## src/rtl/lcd_ram_addr_seq.sv

```systemverilog
module lcd_ram_addr_seq #(
  parameter int COLS      = 128,
  parameter int PIX_BANKS = 5
) (
  input  logic                       clk,
  input  logic                       rst_n,
  input  logic                       cmd_valid,
  input  logic [2:0]                 cmd_op,
  input  logic [$clog2(COLS)-1:0]    cmd_data,
  input  logic                       wr_strobe,
  output logic                       ram_we,
  output logic [2:0]                 ram_bank,
  output logic [$clog2(COLS)-1:0]    ram_col,
  output logic                       power_down,
  output logic                       vert_mode,
  output logic                       icon_mode,
  output logic [1:0]                 mux_rate,
  output logic [1:0]                 disp_mode
);
  localparam int XW = $clog2(COLS);
  localparam logic [XW-1:0] XMAX = XW'(COLS - 1);
  localparam logic [2:0] LASTP = 3'(PIX_BANKS - 1);
  localparam logic [2:0] ICON  = 3'(PIX_BANKS);

  localparam logic [2:0] OP_FUNC = 3'd0;
  localparam logic [2:0] OP_SETX = 3'd1;
  localparam logic [2:0] OP_SETY = 3'd2;
  localparam logic [2:0] OP_MUX  = 3'd3;
  localparam logic [2:0] OP_DISP = 3'd4;

  logic [XW-1:0] x_q, x_n, x_wrap;
  logic [2:0]    y_q, y_n;
  logic          v_q;

  assign vert_mode = v_q;
  assign x_wrap    = (x_q == XMAX) ? '0 : x_q + XW'(1);

  always_comb begin
    x_n = x_q;
    y_n = y_q;
    if (y_q == ICON) begin
      x_n = x_wrap;
    end else if (!v_q) begin
      x_n = x_wrap;
      if (x_q == XMAX) y_n = (y_q == LASTP) ? 3'd0 : y_q + 3'd1;
    end else begin
      if (y_q == LASTP) begin
        y_n = 3'd0;
        x_n = x_wrap;
      end else begin
        y_n = y_q + 3'd1;
      end
    end
  end

  wire set_x = cmd_valid && cmd_op == OP_SETX;
  wire set_y = cmd_valid && cmd_op == OP_SETY && cmd_data[2:0] <= ICON;

  always_ff @(posedge clk or negedge rst_n) begin
    if (!rst_n) begin
      x_q        <= '0;
      y_q        <= 3'd0;
      v_q        <= 1'b0;
      power_down <= 1'b1;
      icon_mode  <= 1'b0;
      mux_rate   <= 2'b00;
      disp_mode  <= 2'b00;
      ram_we     <= 1'b0;
      ram_bank   <= 3'd0;
      ram_col    <= '0;
    end else begin
      ram_we <= wr_strobe;
      if (wr_strobe) begin
        ram_bank <= y_q;
        ram_col  <= x_q;
      end
      if (set_x)           x_q <= cmd_data;
      else if (wr_strobe)  x_q <= x_n;
      if (set_y)           y_q <= cmd_data[2:0];
      else if (wr_strobe)  y_q <= y_n;
      if (cmd_valid) begin
        case (cmd_op)
          OP_FUNC: begin
            power_down <= cmd_data[2];
            v_q        <= cmd_data[1];
            icon_mode  <= cmd_data[0];
          end
          OP_MUX:  mux_rate  <= cmd_data[1:0];
          OP_DISP: disp_mode <= cmd_data[1:0];
          default: ;
        endcase
      end
    end
  end

  AST_WE_PULSE: assert property (@(posedge clk) disable iff (!rst_n)
    ram_we |-> $past(wr_strobe));
  AST_WE_ADDR: assert property (@(posedge clk) disable iff (!rst_n)
    wr_strobe |=> (ram_col == $past(x_q) && ram_bank == $past(y_q)));
  AST_BANK_RANGE: assert property (@(posedge clk) disable iff (!rst_n)
    y_q <= ICON);
  AST_BAD_BANK: assert property (@(posedge clk) disable iff (!rst_n)
    (cmd_valid && cmd_op == OP_SETY && cmd_data[2:0] > ICON && !wr_strobe) |=> $stable(y_q));
  AST_ICON_HOLD: assert property (@(posedge clk) disable iff (!rst_n)
    (wr_strobe && !cmd_valid && y_q == ICON) |=> y_q == ICON);
  AST_H_WRAP: assert property (@(posedge clk) disable iff (!rst_n)
    (wr_strobe && !cmd_valid && !v_q && y_q == LASTP && x_q == XMAX) |=> (x_q == '0 && y_q == 3'd0));
  AST_V_STEP: assert property (@(posedge clk) disable iff (!rst_n)
    (wr_strobe && !cmd_valid && v_q && y_q < LASTP) |=> ($stable(x_q) && y_q == $past(y_q) + 3'd1));
endmodule

```

## config.mk

```make
export PLATFORM = sky130hd
export DESIGN_NAME = lcd_ram_addr_seq
export DESIGN_NICKNAME = d
export VERILOG_FILES = /design/src/rtl/lcd_ram_addr_seq.sv
export SDC_FILE = /design/constraint.sdc
export NUM_CORES = 1
export LEC_CHECK = 0
export ABC_CLOCK_PERIOD_IN_PS = 2000
export CAP_MARGIN = 20
export CORE_MARGIN = 2
export CORE_UTILIZATION = 55
export DETAILED_ROUTE_END_ITERATION = 16
export DONT_BUFFER_PORTS = 1
export GPL_TIMING_DRIVEN = 0
export HOLD_SLACK_MARGIN = 0.03
export PLACE_DENSITY_LB_ADDON = 0.1
export SKIP_CTS_REPAIR_TIMING = 1
export SYNTH_ARGS = -nofsm -noshare
export SYNTH_HDL_FRONTEND = slang
export SYNTH_SLANG_ARGS = --single-unit
```

## constraint.sdc

```tcl
create_clock -name clk -period 2 [get_ports clk]
set_input_delay 0.1 -clock clk [delete_from_list [all_inputs] [get_ports clk]]
set_output_delay 0.1 -clock clk [all_outputs]
set_load 0.02 [all_outputs]
```

---- After elaboration in Yosys (flattened, before gate mapping) ----
Cells that the tools add are included.
cells by class
  add/subtract/negate cells ............... 2
  magnitude comparators ................... 1
  equality and inequality tests ........... 9
  muxes and demuxes ....................... 12
  reduce and logical (&&, ||, !) cells .... 12
operator list
  operator               number
  $mux W7                6
  $mux W3                6
  $eq A3 B3 Y1 const B   3
  $reduce_and A2 Y1      4
  $add A7 B1 Y7 const B  1
  $eq A7 B7 Y1 const B   1
  $eq A3 B2 Y1 const B   2
  $ne A4 B1 Y1 const B   1
  $reduce_bool A2 Y1     2
  $add A3 B1 Y3 const B  1
  $eq A3 B1 Y1 const B   1
  $le A3 B3 Y1 const B   1
  $logic_and A1 B1 Y1    3
  $logic_not A3 Y1       1
  $reduce_and A3 Y1      1
  $reduce_bool A3 Y1     1
  $ne A2 B2 Y1 const B   1
storage, ports and cells
  register bits ........................... 28
  bits of input ports ..................... 14
  logic and storage cells ................. 46

---- Logic depth before layout (Yosys ltp) ----
Gate-level depths: netlist of the first run.
  depth in word-level cells ............... 7
  mapped depth ............................ 6
  mapped depth without buffers ............ 6

---- Least setup slack after synthesis of the first run ----
Ideal clock, no wire load.
  path type ............................... reg2reg
  from .................................... register y_q[0]
  to ...................................... register x_q[3]
  arrival ................................. 1.496 ns
  required time ........................... 1.918 ns
  path slack .............................. 0.422 ns
  stages on the path, launching flop included .. 7
  buffers on the path ..................... 0
  cell sequence ........................... dfrtp_1 inv_1 ha_1 o21a_1 o21ai_2 or3b_2 a31oi_1
on the way
  word-level cells in the longest chain between the ends .. 4
ends and longest elaborated chain
  what                    RTL line  source
  start, declared         32        logic [2:0] y_q, y_n;
  start signal, assigned  79        if (set_y) y_q <= cmd_data[2:0];
  start signal, assigned  80        else if (wr_strobe) y_q <= y_n;
  $eq A3 B3 Y1            41        if (y_q == ICON) begin
  $mux W7                 41
  $mux W7                 78        else if (wr_strobe) x_q <= x_n;
  $mux W7                 77        if (set_x) x_q <= cmd_data;
  end signal, assigned    77
  end signal, assigned    78
  end, declared           31        logic [XW-1:0] x_q, x_n, x_wrap;
Parallel ways exist; a longest one is shown, timed or not. The select of a mux whose other input is x is not followed.
A chain may end at the register's enable or synchronous reset.

---- Final worst setup path of the first run ----
  from .................................... register y_q[1]
  to ...................................... register x_q[3]
The elaborated chain is that of the path after synthesis.

==> metrics.cfg, run 1 <==
[run_status]
status=complete, no violations

[global_routing]
grt_max_degree=29
gr-total-overflow=0
grt_pass1_wl_um=4209
grt_util_all_layers_pct=20.47
first_global_vias=968
antenna_found_initial=0

[routing]
drtIter0Drc=17
drt_first_pass_iters=5
wl_per_cell_um=16.41
finalWirelength_um=2675
route.detailed.drc=0
vias_per_cell=5.994
vias=977
antenna_left=0

[clocking]
cts_max_level=1
cts.clk_slew.worst_paths_ns=0.15
cts-root-buf=clkbuf_4
clk_latency_ns=0.33
cts_tree=yes
cts.path.max_buffers=2
cts.sink_count=28
cts_made_buffers=3

[timing]
fin_skew_ns=0.009813
holdWs_ns=0.007833
hold_viol_final=0
worst_slew_pin_slew_ns=0.5522
relSlewSlack_pct=63.19
layout_min_cycle_time_ns=1.796
setup_violations=0
fmax_mhz=556.9
grt_setup_unrepaired=no
fin_setup_tns_ns=0
fin_crit_sh_pct=89.78
maxSlewViolCount=0

[worst_setup_path]
start_kind=register
cp_data_arrival_time_ns=2.05
slowest_delay_ns=0.47
slowest_stage=or3b_2
crit_chain=inv_1, ha_1, o21a_1, o21ai_2, or3b_2, a31oi_1
cp-end-kind=register
r2r-start=y_q[1]
worstReg2RegEnd=x_q[3]
crit_type=register to register
regToRegSetupSlack_ns=0.20
critPathMaxFanout=9
ff2ff_path_depth=6
cp.required_ns=2.26

[logic_synthesis]
synth_edf_count=0
ys_seq_area_share_pct=51.80
ys_ff_latch=28
synth-compound-area-share_pct=14.04
synth-async-reset-ratio_pct=100.0
muxShareOfSynthArea_pct=13.20
synth_nets=138
synthAdderAreaFrac_pct=3.693
syn_area_mm2=0.001355
syn-instance-count=120
synthFlopType=dfrtp_1
synth_top_cell_area_share_pct=49.86
avgSynthCellArea_um2=11.29
synth.top_cells.by_area=dfrtp_1 50%, mux2_2 12%, ha_1 3.7%
synth_top_family_by_area=compound AO/OA/AOI/OAI gates
synthDistinctLibCells=38
synthTopCellsByCount=27 x dfrtp_1, 15 x mux2_2, 10 x nand2_1
yosysTopAreaCell=dfrtp_1
synthSimpleGateAreaFrac_pct=13.76
synthXorXnorAreaFrac_pct=1.293
synthMostInstantiatedCell=dfrtp_1
yosys_warnings=0

[worst_hold_path]
worst_hold_path.num_cells=2
worst_hold_path.endpoint=vert_mode
holdCritPathClass=input port to register
hp-start=cmd_op[1]

[die]
core_area_mm2=0.002276
io_pins=32
start_util_pct=59.54
die_height_um=53.64
rows=17
dieArea_mm2=0.002877
die_x_um=53.64

[cells_and_area]
final-seq-area_um2=701.9
nNetsFinal=154
drive_above_1_share_pct=20.74
fill_cells=169
post-route-util_pct=67.95
area_growth_pct=14.13
n_antenna_cell=0
multi_input_area_um2=623.1

[place]
hpwl_um=1896
port_buffers=0
place.gp.congestion=0.7959

[flow_run]
maxCapViolCount=0

[power]
ir_worst_vdd_mv=0.8986
p_per_area_mw_per_mm2=1269
power_leakage_uw=0.0006435

[power by group]
| part | total, uW | switching [uW] | internal (uW) |
|---|---|---|---|
| logic | 522 | 243 | 279 |
| registers | 1170 | 373 | 794 |
| clock network | 272 | 161 | 111 |
[worst max-delay path by stage]
stage / start / end / slack [ns] / cells after the start
6_report: y_q[1] / x_q[3] / 0.20 / 6
5_1_grt: y_q[1] / x_q[3] / 0.05 / 6
4_1_cts: y_q[1] / x_q[3] / 0.22 / 6
3_5_place_dp: y_q[1] / x_q[3] / 0.26 / 6
3_3_place_gp: y_q[1] / x_q[3] / 0.30 / 6
2_1_floorplan: y_q[0] / x_q[3] / 0.42 / 6
[area by class of cell]
class | count | share of cell area, %
buffer | 3 | 0.7282
clock buffer | 4 | 2.346
inverter | 5 | 1.214
multi-input combinational | 84 | 40.29
sequential | 28 | 45.39
tap | 28 | 2.265
timing repair buffer | 11 | 7.767
[stage by stage]
stage / cells / total power, uW / setup slack, ns / cell area, um2
global route: 163 / 2108 / 0.04553 / 1546
detailed placement: 148 / 1672 / 0.2648 / 1390
finish: 163 / 1962 / 0.2045 / 1546
floorplan: 120 / 1532 / 0.4217 / 1355
CTS: 152 / 1939 / 0.2210 / 1426
global placement: 148 / 1630 / 0.3030 / 1390
[critical path: cells and delay by family, from the launching register on]
kind            cells  cell delay [ns]
fa+ha+maj           1             0.19
simple gates        1             0.47
buf+inv             1             0.10
flops               1             0.45
compound gates      3             0.52
[cell usage in the layout (no fill, tap or decap), drive strengths merged, types with 2 or more instances in the layout]
cell type | synthesis | routed
dfrtp | 27 | 27
or3b | 2 | 2
nand2 | 10 | 10
xor2 | 2 | 2
o211ai | 2 | 2
dlygate4sd3 | 0 | 10
inv | 5 | 5
a31oi | 4 | 4
a21oi | 5 | 5
nand3 | 5 | 5
buf | 1 | 2
ha | 4 | 4
mux2 | 15 | 15
nor2 | 6 | 6
clkbuf | 2 | 6
o21ai | 10 | 10
[cell families after synthesis]
group	Yosys count
AO/OA/AOI/OAI	28
XOR/XNOR	2
multiplexers	16
adder cells (fa/ha/maj)	4
buffers and inverters	8
flip-flops	28
AND/OR/NAND/NOR	34
[registers in the layout, indices dropped and copies added, names as in the netlist]
signal,cells
vert_mode,1
y_q,3
power_down,1
icon_mode,1
ram_bank,3
mux_rate,2
ram_col,7
disp_mode,2
ram_we,1
x_q,7
[per-layer routing]
layer | global-route usage [%] | part of all wire [%]
met1 | 25.49 | 45
met2 | 35.19 | 47
met3 | 4.167 | 6.8
met4 | 7.265 | 1.2
met5 | 0 | 0
Note: power is estimated with default switching activity, not from simulation.
==> inputs of run 2 (changes only) <==
==> constraint.sdc (replaced) <==
create_clock -name clk -period 2 [get_ports clk]
set_input_delay 0.4 -clock clk [delete_from_list [all_inputs] [get_ports clk]]
set_output_delay 0.4 -clock clk [all_outputs]
set_load 0.02 [all_outputs]
==> metrics.cfg, run 2 (synthesis gave the netlist of run 1 again) <==
[run_status]
status=complete, no violations  ; unchanged

[place]
place.gp.congestion=0.7959  ; unchanged
port_buffers=0  ; unchanged
place_area_mm2=0.001390  ; unchanged
dp_cells=148  ; unchanged
hpwl_um=1896  ; unchanged

[cells_and_area]
drive_above_1_share_pct=22.22  ; was 20.74%
final_common_cell=dfrtp_1  ; unchanged
mostFrequentLayoutCells=27 x dfrtp_1, 15 x mux2_2, 10 x nand2_1  ; was 27 x dfrtp_1, 15 x mux2_2, 10 x nand2_1, 10 x dlygate4sd3_1, 9 x o21ai_0
stdcell_area_mm2=0.001456  ; was 0.001546 mm2
nNetsFinal=145  ; was 154
reg_top3=ram_col (7), x_q (7)  ; unchanged
area_growth_pct=7.479  ; was 14.13%
n_antenna_cell=0  ; unchanged
fill_cells=178  ; was 169
fin_cells=154  ; was 163

[global_routing]
gr-total-overflow=0  ; unchanged
grt_max_degree=29  ; unchanged
antenna_found_initial=0  ; unchanged
grt_util_all_layers_pct=20.47  ; unchanged
grt_pass1_wl_um=4209  ; unchanged
first_global_vias=968  ; unchanged

[flow_run]
maxCapViolCount=0  ; unchanged

[power]
p_per_area_mw_per_mm2=1334  ; was 1269 mW/mm2
finalPower_uw=1943  ; was 1962 uW
ir_worst_vdd_mv=0.8897  ; was 0.8986 mV
power_leakage_uw=0.0006086  ; was 0.0006435 uW

[clocking]
cts.sink_count=28  ; unchanged
clk_latency_ns=0.33  ; about the same
cts_made_buffers=3  ; unchanged
cts_max_level=1  ; unchanged
cts_tree=yes  ; unchanged
cts-root-buf=clkbuf_4  ; unchanged
cts.clk_slew.worst_paths_ns=0.15  ; about the same
cts.path.max_buffers=2  ; unchanged

[die]
die_height_um=53.64  ; unchanged
die_x_um=53.64  ; unchanged
core_area_mm2=0.002276  ; unchanged
dieArea_mm2=0.002877  ; unchanged
rows=17  ; unchanged
start_util_pct=59.54  ; unchanged
io_pins=32  ; unchanged

[worst_setup_path]
startpoint=y_q[1]  ; unchanged
r2r-start=y_q[1]  ; unchanged
cp_data_arrival_time_ns=2.04  ; was 2.05 ns
crit_type=register to register  ; unchanged
cp.required_ns=2.26  ; about the same
cp-end-kind=register  ; unchanged
critPathMaxFanout=9  ; unchanged
regToRegSetupSlack_ns=0.21  ; was 0.20 ns
start_kind=register  ; unchanged

[timing]
layout_min_cycle_time_ns=1.786  ; was 1.796 ns
fin_setup_tns_ns=0  ; unchanged
relSlewSlack_pct=63.10  ; was 63.19%
worst_slew_pin_slew_ns=0.5534  ; was 0.5522 ns
fin_skew_ns=0.01006  ; was 0.009813 ns
fin_crit_sh_pct=89.30  ; was 89.78%
setup_violations=0  ; unchanged
hold_viol_final=0  ; unchanged
maxSlewViolCount=0  ; unchanged
holdWs_ns=0.07575  ; was 0.007833 ns
grt_setup_unrepaired=no  ; unchanged
fmax_mhz=559.9  ; was 556.9 MHz

[routing]
antenna_left=0  ; unchanged
finalWirelength_um=2550  ; was 2675 um
vias_per_cell=6.084  ; was 5.994
drt_first_pass_iters=5  ; unchanged
drtIter0Drc=16  ; was 17
wl_per_cell_um=16.56  ; was 16.41 um
route.detailed.drc=0  ; unchanged
vias=937  ; was 977

[worst_hold_path]
hp-start=wr_strobe  ; was cmd_op[1]
holdCritPathClass=input port to register  ; unchanged

==> run 2: layer usage <==
metal / global-route usage [%] / part of all wire, %
met4: 7.265 / 1.2
met1: 25.49 / 46
met3: 4.167 / 6.9
met5: 0 / 0
met2: 35.19 / 46
==> run 2: metrics by stage <==
step | utilization (%) | setup slack, ns
2_1_floorplan | - | 0.4217
3_3_place_gp | 61.08 | 0.3030
3_5_place_dp | 61.08 | 0.2648
4_1_cts | 62.67 | 0.2210
5_1_grt | 63.99 | 0.04553
6_report | 63.99 | 0.2140
==> run 2: report_power, final <==
part           switching (uW)  leakage, uW  internal, uW
Combinational             233     0.000253           268
Sequential                375     0.000334           794
Clock                     161    0.0000210           111
Total                     769     0.000609          1170
==> run 2: worst paths after layout <==
kind | to | cells after the start
max in group asynchronous | power_down | 2
hold reg to reg | ram_col[6] | 1
min in group asynchronous | ram_we | 2
setup reg to reg | x_q[3] | 6
setup / recovery | x_q[3] | 6
hold / removal | ram_we | 0
==> run 2: area by class of cell <==
class	count	area, um2	share of cell area, %
timing repair buffer	2	30.03	2.062
sequential	28	701.9	48.20
inverter	5	18.77	1.289
clock buffer	4	36.28	2.491
tap	28	35.03	2.405
multi-input combinational	84	623.1	42.78
buffer	3	11.26	0.7732
==> run 2: critical path, cell delays in order, from the launching register on <==
cell and delay [ns]:
dfrtp_1 0.45, inv_1 0.10, ha_1 0.19, o21a_1 0.20
o21ai_2 0.14, or3b_2 0.47, a31oi_1 0.16
